## config.mk

```make
export PLATFORM = sky130hd
export DESIGN_NAME = pfcvt_sat
export DESIGN_NICKNAME = d
export VERILOG_FILES = /design/src/rtl/pfcvt_pkg.sv /design/src/rtl/pfcvt_unpack.sv /design/src/rtl/pfcvt_clamp.sv /design/src/rtl/pfcvt_sat.sv
export SDC_FILE = /design/constraint.sdc
export NUM_CORES = 1
export LEC_CHECK = 0
export ABC_AREA = 1
export BUFFER_PORTS_ARGS = -buffer_cell sky130_fd_sc_hd__buf_2
export CORE_UTILIZATION = 40
export CTS_BUF_LIST = sky130_fd_sc_hd__clkbuf_8
export CTS_CLUSTER_DIAMETER = 40
export DETAILED_ROUTE_END_ITERATION = 6
export GPL_ROUTABILITY_DRIVEN = 0
export GPL_TIMING_DRIVEN = 0
export PLACE_DENSITY = 0.69
export SLEW_MARGIN = 20
export SYNTH_ARGS = -nofsm -noshare
export SYNTH_HDL_FRONTEND = slang
export SYNTH_SLANG_ARGS = --single-unit
```

## constraint.sdc

```tcl
create_clock -name clk -period 4.61 [get_ports clk]
set_input_delay 0.922 -clock clk [delete_from_list [all_inputs] [get_ports clk]]
set_output_delay 0.922 -clock clk [all_outputs]
set_load 0.05 [all_outputs]
```

## src/rtl/pfcvt_pkg.sv

```systemverilog
package pfcvt_pkg;

    localparam int FP_W     = 32;
    localparam int EXP_W    = 8;
    localparam int FRAC_W   = 23;
    localparam int EXP_BIAS = 127;
    localparam int MAG_W    = FP_W - 1;

    typedef enum logic [1:0] {
        CLS_ZERO = 2'd0,
        CLS_NUM  = 2'd1,
        CLS_POS  = 2'd2,
        CLS_NEG  = 2'd3
    } val_cls_e;

    typedef enum logic {
        MODE_W32 = 1'b0,
        MODE_W16 = 1'b1
    } sat_mode_e;

    typedef struct packed {
        val_cls_e         cls;
        logic             sign;
        logic [MAG_W-1:0] mag;
    } unpacked_t;

    localparam logic [FP_W-1:0] W32_MAX = 32'h7FFF_FFFF;
    localparam logic [FP_W-1:0] W32_MIN = 32'h8000_0000;
    localparam logic [FP_W-1:0] W16_MAX = 32'h0000_7FFF;
    localparam logic [FP_W-1:0] W16_MIN = 32'hFFFF_8000;

    function automatic logic is_sext16(input logic [FP_W-1:0] v);
        return (v[FP_W-1:15] == '0) || (v[FP_W-1:15] == '1);
    endfunction

endpackage

```

## src/rtl/pfcvt_unpack.sv

```systemverilog
module pfcvt_unpack
    import pfcvt_pkg::*;
(
    input  logic [FP_W-1:0] fp,
    output unpacked_t       up
);
    logic             sgn;
    logic [EXP_W-1:0] ex;
    logic [FRAC_W-1:0] fr;
    logic [EXP_W-1:0] k;
    logic [MAG_W-1:0] sig;

    assign sgn = fp[FP_W-1];
    assign ex  = fp[FP_W-2 -: EXP_W];
    assign fr  = fp[FRAC_W-1:0];
    assign k   = ex - EXP_W'(EXP_BIAS);
    assign sig = {{(MAG_W-FRAC_W-1){1'b0}}, 1'b1, fr};

    always_comb begin
        up.sign = sgn;
        up.mag  = '0;
        up.cls  = CLS_ZERO;
        if (ex == '1) begin
            up.cls = (fr != '0 || sgn) ? CLS_NEG : CLS_POS;
        end else if (ex < EXP_W'(EXP_BIAS)) begin
            up.cls = CLS_ZERO;
        end else if (k >= EXP_W'(MAG_W)) begin
            up.cls = sgn ? CLS_NEG : CLS_POS;
        end else begin
            up.cls = CLS_NUM;
            if (k >= EXP_W'(FRAC_W))
                up.mag = sig << (k - EXP_W'(FRAC_W));
            else
                up.mag = sig >> (EXP_W'(FRAC_W) - k);
        end
    end
endmodule

```

## src/rtl/pfcvt_clamp.sv

```systemverilog
module pfcvt_clamp
    import pfcvt_pkg::*;
(
    input  unpacked_t       up,
    input  sat_mode_e       mode,
    output logic [FP_W-1:0] res
);
    localparam logic [MAG_W-1:0] LIM16_P = MAG_W'(32767);
    localparam logic [MAG_W-1:0] LIM16_N = MAG_W'(32768);

    logic [FP_W-1:0] signed_val;

    assign signed_val = up.sign ? (FP_W'(0) - {1'b0, up.mag}) : {1'b0, up.mag};

    always_comb begin
        unique case (up.cls)
            CLS_ZERO: res = '0;
            CLS_POS:  res = (mode == MODE_W32) ? W32_MAX : W16_MAX;
            CLS_NEG:  res = (mode == MODE_W32) ? W32_MIN : W16_MIN;
            default: begin
                if (mode == MODE_W32)
                    res = signed_val;
                else if (!up.sign && up.mag > LIM16_P)
                    res = W16_MAX;
                else if (up.sign && up.mag > LIM16_N)
                    res = W16_MIN;
                else
                    res = signed_val;
            end
        endcase
    end
endmodule

```

## src/rtl/pfcvt_sat.sv

```systemverilog
module pfcvt_sat
    import pfcvt_pkg::*;
#(
    parameter int          LANES      = 2,
    parameter logic [7:0]  SUFFIX_W32 = 8'h1D,
    parameter logic [7:0]  SUFFIX_W16 = 8'h1C
) (
    input  logic                 clk,
    input  logic                 rst,
    input  logic                 in_valid,
    input  logic [7:0]           in_suffix,
    input  logic [LANES*32-1:0]  in_src,
    output logic                 out_valid,
    output logic [LANES*32-1:0]  out_result
);
    localparam int DATA_W = LANES * FP_W;

    logic      known;
    logic      accept;
    sat_mode_e in_mode;

    assign known   = (in_suffix == SUFFIX_W32) || (in_suffix == SUFFIX_W16);
    assign accept  = in_valid && known;
    assign in_mode = (in_suffix == SUFFIX_W16) ? MODE_W16 : MODE_W32;

    logic      s1_valid;
    sat_mode_e s1_mode;
    unpacked_t s1_up  [LANES];
    unpacked_t up_c   [LANES];
    logic [FP_W-1:0] res_c [LANES];
    logic [DATA_W-1:0] res_flat;

    for (genvar g = 0; g < LANES; g++) begin : g_lane
        pfcvt_unpack u_unpack (
            .fp (in_src[g*FP_W +: FP_W]),
            .up (up_c[g])
        );

        pfcvt_clamp u_clamp (
            .up   (s1_up[g]),
            .mode (s1_mode),
            .res  (res_c[g])
        );

        assign res_flat[g*FP_W +: FP_W] = res_c[g];

        always_ff @(posedge clk) begin
            if (rst)
                s1_up[g] <= '0;
            else if (accept)
                s1_up[g] <= up_c[g];
        end

        // 16-bit mode results are always sign extensions of a 16-bit value
        a_r4_sext_range: assert property (@(posedge clk) disable iff (rst)
            (s1_valid && s1_mode == MODE_W16) |=> is_sext16(out_result[g*FP_W +: FP_W]));
    end

    always_ff @(posedge clk) begin
        if (rst) begin
            s1_valid   <= 1'b0;
            s1_mode    <= MODE_W32;
            out_valid  <= 1'b0;
            out_result <= '0;
        end else begin
            s1_valid  <= accept;
            if (accept)
                s1_mode <= in_mode;
            out_valid <= s1_valid;
            if (s1_valid)
                out_result <= res_flat;
        end
    end

    // an accepted operand moves through the first stage on the next edge
    a_r7_stage_one: assert property (@(posedge clk) disable iff (rst)
        accept |=> s1_valid);

    // the first stage feeds the output strobe one edge later
    a_r7_stage_two: assert property (@(posedge clk) disable iff (rst)
        s1_valid |=> out_valid);

    // no output strobe without a preceding first-stage entry
    a_r7_no_spurious: assert property (@(posedge clk) disable iff (rst)
        !s1_valid |=> !out_valid);

    // a strobe with an unknown suffix never enters the pipeline
    a_r8_reject: assert property (@(posedge clk) disable iff (rst)
        (in_valid && !known) |=> !s1_valid);

    // the outputs hold their cleared values one edge after a reset cycle
    a_r9_reset_clear: assert property (@(posedge clk)
        rst |=> (!out_valid && out_result == '0));

endmodule

```

==> results of run 1 <==
==> state kept, by name, indices dropped and copies added, names as in the netlist <==
signal,cells
s1_up,68
s1_valid,1
s1_mode,1
out_valid,1
out_result,64
==> through the flow <==
step | power, mW | utilization
final | 3.56 | 0.462
after global routing | 3.77 | 0.461
after CTS | 3.54 | 0.461
after detailed placement | 2.59 | 0.450
after global placement | 2.58 | 0.449
after floorplan | 2.24 | -
==> logic make-up after synthesis <==
| logic type | Yosys count | share of synthesized area |
|---|---|---|
| simple gates | 1222 | 0.417 |
| compound gates | 424 | 0.177 |
| buf+inv | 314 | 0.0979 |
| flops | 135 | 0.260 |
| xor+xnor | 54 | 0.0380 |
| fa+ha+maj | 11 | 0.0106 |
==> cell type report <==
type / count / share of cell area
diodes: 1 / 0.000170
plain buffers: 124 / 0.0382
clock buffers: 21 / 0.0197
clock inverters: 9 / 0.00605
inverters: 190 / 0.0488
multi-input cells: 1711 / 0.571
flip-flops and latches: 135 / 0.231
well taps: 435 / 0.0371
repair buffers: 139 / 0.0484
==> power breakdown <==
| part | switching [mW] | internal, mW |
|---|---|---|
| clock | 0.421 | 0.521 |
| combinational | 0.908 | 0.380 |
| sequential | 0.0423 | 1.29 |
| total | 1.37 | 2.19 |
==> per-layer routing <==
metal | part of all wire | track usage | up-vias
met3 | 0.10 | 0.0437 | 113
met4 | 0.033 | 0.0992 | 2
met5 | 0.00022 | 0 | -
met2 | 0.41 | 0.389 | 944
li1 | - | - | 7655
met1 | 0.46 | 0.389 | 7009
==> cells in the mapped netlist, types with 3 or more instances <==
library cell	instances
sky130_fd_sc_hd__a21oi_1	135
sky130_fd_sc_hd__a22o_1	16
sky130_fd_sc_hd__a22oi_1	3
sky130_fd_sc_hd__a31oi_1	15
sky130_fd_sc_hd__buf_1	19
sky130_fd_sc_hd__buf_2	16
sky130_fd_sc_hd__buf_4	10
sky130_fd_sc_hd__buf_6	5
sky130_fd_sc_hd__clkbuf_1	74
sky130_fd_sc_hd__clkinv_1	4
sky130_fd_sc_hd__dfxtp_1	67
sky130_fd_sc_hd__edfxtp_1	68
sky130_fd_sc_hd__ha_1	11
sky130_fd_sc_hd__inv_1	175
sky130_fd_sc_hd__inv_2	10
sky130_fd_sc_hd__nand2_1	583
sky130_fd_sc_hd__nand2_2	12
sky130_fd_sc_hd__nand3_1	314
sky130_fd_sc_hd__nand3_2	4
sky130_fd_sc_hd__nand3b_1	4
sky130_fd_sc_hd__nand4_1	78
sky130_fd_sc_hd__nand4_2	3
sky130_fd_sc_hd__nor2_1	164
sky130_fd_sc_hd__nor2_2	7
sky130_fd_sc_hd__nor2_4	3
sky130_fd_sc_hd__nor3_1	24
sky130_fd_sc_hd__nor4_1	11
sky130_fd_sc_hd__o211ai_1	17
sky130_fd_sc_hd__o21ai_0	208
sky130_fd_sc_hd__o21ai_1	11
sky130_fd_sc_hd__o21ai_2	3
sky130_fd_sc_hd__or2_2	7
sky130_fd_sc_hd__xnor2_1	17
sky130_fd_sc_hd__xor2_1	34
==> worst max-delay path: stages <==
cell	delay, ns
sky130_fd_sc_hd__buf_2	0.12
sky130_fd_sc_hd__buf_4	0.18
sky130_fd_sc_hd__nand4_1	0.10
sky130_fd_sc_hd__nand2_2	0.12
sky130_fd_sc_hd__inv_1	0.12
sky130_fd_sc_hd__clkbuf_1	0.40
sky130_fd_sc_hd__clkbuf_1	0.45
sky130_fd_sc_hd__ha_1	0.32
sky130_fd_sc_hd__inv_1	0.06
sky130_fd_sc_hd__nand2_1	0.11
sky130_fd_sc_hd__nor2_2	0.05
sky130_fd_sc_hd__nand2_1	0.29
sky130_fd_sc_hd__buf_2	0.28
sky130_fd_sc_hd__nand4_1	0.20
sky130_fd_sc_hd__nand3_1	0.17
sky130_fd_sc_hd__nand3_1	0.10
sky130_fd_sc_hd__nand3_1	0.16
sky130_fd_sc_hd__nand2_1	0.07
sky130_fd_sc_hd__a21oi_1	0.17
==> final timing paths <==
path | to | startpoint | slack [ns]
max reg2reg | out_result[61]$_SDFFE_PP0P_ | s1_up[1][2]$_SDFFCE_PP0P_ | 1.80
min reg2reg | out_result[37]$_SDFFE_PP0P_ | out_result[37]$_SDFFE_PP0P_ | 0.45
min | out_result[37]$_SDFFE_PP0P_ | out_result[37]$_SDFFE_PP0P_ | 0.45
max | s1_up[1][17]$_SDFFCE_PP0P_ | in_src[55] | 0.50
==> impl_metrics.ini, run 1 <==
[die]
core_region_area_mm2 = 0.0318
start_util = 0.410
die_h_um = 183
design.portCount = 140
die_w_um = 183
die-area_mm2 = 0.0333
floorplan.rows = 65

[logic_synthesis]
postSynthCellCount = 2160
synth_nets = 2246
syn-cell-area_mm2 = 0.0130
netlist.area_leader.share = 0.168
synthesis.yosys.warnings = 0
number_of_synthesized_register_bits = 135
synth-seq-area-share = 0.260
synth-edff-count = 68
postSynth.asyncResetShare = 0
synth_area_leaders = sky130_fd_sc_hd__nand2_1 (17%), sky130_fd_sc_hd__edfxtp_1 (16%), sky130_fd_sc_hd__nand3_1 (12%)
postSynth.topFlopCell = sky130_fd_sc_hd__edfxtp_1
synthesis.area_per_instance_um2 = 6.03
yosys.area.top_type = sky130_fd_sc_hd__nand2_1
synth.lib_cells_used.distinct = 56

[placed_design]
place.port_buffers = 138
place.detailed.instances = 2734
pre_cts_ws_ns = 0.174
dp.final_hpwl_mm = 36.3
dpl-instance-area_mm2 = 0.0143

[routing]
firstDrtPassIters = 6
initialDrtViolationCount = 2026
route.detailed.drc = 0
route.detailed.vias_per_inst = 5.69
dr_total_vias = 15723
detail-route-antenna-nets = 0
routed_wirelength_mm = 45.0
drt-wirelength-per-cell_um = 16.3

[clocking]
clock-root-buffer = sky130_fd_sc_hd__clkbuf_8
cts_num_sinks = 135
clk_transition_reported_paths_ns = 0.07
numCtsBuffers = 17
worst_skew_pair.late_latency_ns = 0.44
h-tree-depth = 4
cts-root-to-sink-buffers = 2
post_cts_buffers = 0
postCtsHoldBufs = 0
cts_tree = built
cts_resized = 0

[setup_path]
crit_arrival_ns = 4.39
worst-r2r-cell-count = 13
start_kind = primary input
worst-setup-path-type = primary input to flop
cp-end-kind = flop
worst_path_fanout_max = 10
critPathRequiredTime_ns = 4.88

[cells_and_area]
final_cell_mix = sky130_fd_sc_hd__nand2_1 (582), sky130_fd_sc_hd__nand3_1 (314), sky130_fd_sc_hd__o21ai_0 (208)
drive_above_1_share = 0.109
layout.nets = 2404
final.fill_count = 3395
layout.cells.most_common = sky130_fd_sc_hd__nand2_1
multiInputGateArea_mm2 = 0.00838
area.sequential_mm2 = 0.00338
final_cell_count_no_fill = 2765
postLayoutCellArea_mm2 = 0.0147
area_growth_pct = 12.6

[timing]
worst_pin_slew_ns = 0.603
maxClockFrequency_mhz = 243
timing.max_slew.rel_slack = 0.593
fin_skew_ns = 0.0104
timing.final.setup_violations = 0
timing.hold.ws_ns = 0.449
report.final.hold_viol_count = 0
finalCriticalPeriod_ns = 4.11
post-route-worst-setup-slack_ns = 0.499
fin_setup_tns_ns = 0
report.final.slew_viol_count = 0
timing.final.crit_share = 0.892
rsz0062_at_grt = false

[grt]
grt_util_all_layers = 0.267
grt_pass1_wl_mm = 71.6
pin_count_of_the_biggest_net_entering_global_routing = 38
grt_pass1_vias = 13883
grt.overflow.total = 0
grt_antenna_before_repair = 2

[hold_path]
worstHoldPathType = flop to flop
hold-path-cell-count = 2

[power_and_ir_drop]
power_density_mw_per_mm2 = 243
power.ir.vdd_worst_uv = 166
static-leakage-power_nw = 6.59

[job]
drv_cap = 0

[run_status]
status = finished, final reports clean
(Power assumes the default switching activity.)
==> inputs of run 2 (changes only) <==
--- a/config.mk
+++ b/config.mk
@@ -7,6 +7,8 @@
 export LEC_CHECK = 0
 export ABC_AREA = 1
 export BUFFER_PORTS_ARGS = -buffer_cell sky130_fd_sc_hd__buf_2
+export CAP_MARGIN = 40
+export CORE_MARGIN = 4
 export CORE_UTILIZATION = 40
 export CTS_BUF_LIST = sky130_fd_sc_hd__clkbuf_8
 export CTS_CLUSTER_DIAMETER = 40
==> run 2 against run 1 <==
Net effect:
- die area increased by 6.7%
- sequential share of layout area decreased by 0.075 points
- global-route usage decreased by 2.2 points
==> impl_metrics.ini, run 2 (same netlist as run 1, synthesis figures left out) <==
[run_status]
status = finished, final reports clean

[die]
core_region_area_mm2 = 0.0319
die_w_um = 189
die_h_um = 189
floorplan.rows = 65
design.portCount = 140
start_util = 0.409
die-area_mm2 = 0.0355

[routing]
detail_route.wirelength.met1_mm = 20.2
met2RoutedLength_mm = 18.3
route.detailed.vias_per_inst = 5.66
routed_wirelength_mm = 45.0
initialDrtViolationCount = 2010
dr_total_vias = 15667
detailroute.wirelength.met3_mm = 5.04
route.detailed.drc = 0
top_layer_used = met5
drt-wirelength-per-cell_um = 16.3
detail-route-antenna-nets = 0
firstDrtPassIters = 7

[grt]
grt.overflow.total = 0
pin_count_of_the_biggest_net_entering_global_routing = 40
grt_pass1_wl_mm = 72.7
grt_util_all_layers = 0.245
grt_pass1_vias = 14072
grt_antenna_before_repair = 3

[timing]
fin_setup_tns_ns = 0
timing.final.crit_share = 0.892
finalCriticalPeriod_ns = 4.11
rsz0062_at_grt = false
timing.hold.ws_ns = 0.453
post-route-worst-setup-slack_ns = 0.498
timing.final.setup_violations = 0
timing.max_slew.rel_slack = 0.552
fin_skew_ns = 0.00988
report.final.hold_viol_count = 0
worst_pin_slew_ns = 0.665
report.final.slew_viol_count = 0
maxClockFrequency_mhz = 243

[setup_path]
critPathRequiredTime_ns = 4.87
crit_arrival_ns = 4.38
worst_path_fanout_max = 10
start_kind = primary input
cp-end-kind = flop
worst-setup-path-type = primary input to flop

[cells_and_area]
antennaDiodeCount = 0
postLayoutCellArea_mm2 = 0.0147
final_cell_mix = sky130_fd_sc_hd__nand2_1 (582), sky130_fd_sc_hd__nand3_1 (314), sky130_fd_sc_hd__o21ai_0 (208)
area.sequential_mm2 = 0.00338
multiInputGateArea_mm2 = 0.00838
largest_register_ff_count = 68
layout_top_registers = s1_up: 68 flops, out_result: 64 flops
final_cell_count_no_fill = 2766
final.fill_count = 3388
drive_above_1_share = 0.110
area_growth_pct = 13.0
largest_register = s1_up
layout.cells.most_common = sky130_fd_sc_hd__nand2_1
finalCoreUtilization = 0.462
layout.nets = 2404

[clocking]
clock-root-buffer = sky130_fd_sc_hd__clkbuf_8
clk_transition_reported_paths_ns = 0.07
cts_tree = built
post_cts_buffers = 0
h-tree-depth = 4
cts_resized = 0
postCtsHoldBufs = 0
cts_num_sinks = 135
worst_skew_pair.late_latency_ns = 0.44
cts-root-to-sink-buffers = 2
numCtsBuffers = 17

[placed_design]
dp.final_hpwl_mm = 36.4
place.detailed.instances = 2734
pre_cts_ws_ns = 0.161
place.port_buffers = 138
dpl-instance-area_mm2 = 0.0143

[power_and_ir_drop]
power.ir.vdd_worst_uv = 185
total_power_mw = 3.65
static-leakage-power_nw = 6.60
power_density_mw_per_mm2 = 248

[hold_path]
worstHoldPathType = flop to flop

[job]
drv_cap = 0
==> run 2: changes by cell type in the layout (fill, tap and decap cells not counted), sizes merged <==
cell | previous run | this run
bufinv | 2 | 3
clkbuf | 95 | 96
clkinvlp | 0 | 1
diode | 1 | 0
inv | 191 | 190
==> run 2: final timing paths <==
kind / start / end / slack, ns / depth (start not counted)
setup / recovery: in_src[55] / s1_up[1][17]$_SDFFCE_PP0P_ / 0.50 / 21
hold / removal: out_result[44]$_SDFFE_PP0P_ / out_result[44]$_SDFFE_PP0P_ / 0.45 / 2
setup reg to reg: s1_up[1][1]$_SDFFCE_PP0P_ / out_result[61]$_SDFFE_PP0P_ / 1.81 / 13
hold reg to reg: out_result[44]$_SDFFE_PP0P_ / out_result[44]$_SDFFE_PP0P_ / 0.45 / 2
==> run 2: layout make-up <==
| type | instances | area share |
|---|---|---|
| Multi-Input combinational cell | 1711 | 0.569 |
| Sequential cell | 135 | 0.230 |
| Inverter | 190 | 0.0486 |
| Timing Repair Buffer | 139 | 0.0483 |
| Buffer | 124 | 0.0381 |
| Tap cell | 435 | 0.0370 |
| Clock buffer | 22 | 0.0206 |
| Clock inverter | 10 | 0.00850 |
==> run 2: worst max-delay path: stages <==
cell                       delay, ns
sky130_fd_sc_hd__buf_2          0.13
sky130_fd_sc_hd__buf_4          0.18
sky130_fd_sc_hd__nand4_1        0.09
sky130_fd_sc_hd__nand2_2        0.13
sky130_fd_sc_hd__inv_1          0.13
sky130_fd_sc_hd__clkbuf_1       0.40
sky130_fd_sc_hd__clkbuf_1       0.42
sky130_fd_sc_hd__ha_1           0.30
sky130_fd_sc_hd__inv_1          0.06
sky130_fd_sc_hd__nand2_1        0.11
sky130_fd_sc_hd__nor2_2         0.06
sky130_fd_sc_hd__nand2_1        0.28
sky130_fd_sc_hd__nand2_2        0.13
sky130_fd_sc_hd__inv_2          0.09
sky130_fd_sc_hd__buf_4          0.19
sky130_fd_sc_hd__nand3_1        0.11
sky130_fd_sc_hd__nand3_1        0.13
sky130_fd_sc_hd__nand3_1        0.10
sky130_fd_sc_hd__nand3_1        0.15
sky130_fd_sc_hd__nand2_1        0.07
sky130_fd_sc_hd__a21oi_1        0.19
==> run 2: routing by layer <==
layer / track usage / vias to the layer above
met5: 0 / -
met4: 0.0684 / 6
met3: 0.0517 / 130
met2: 0.362 / 1004
met1: 0.360 / 6871
li1: - / 7656
==> run 2: report_power, final <==
group	internal (mW)	total [mW]	leakage (nW)	switching, mW
clock network	0.600	1.03	0.229	0.429
registers	1.29	1.33	1.19	0.0424
logic	0.380	1.28	5.19	0.902
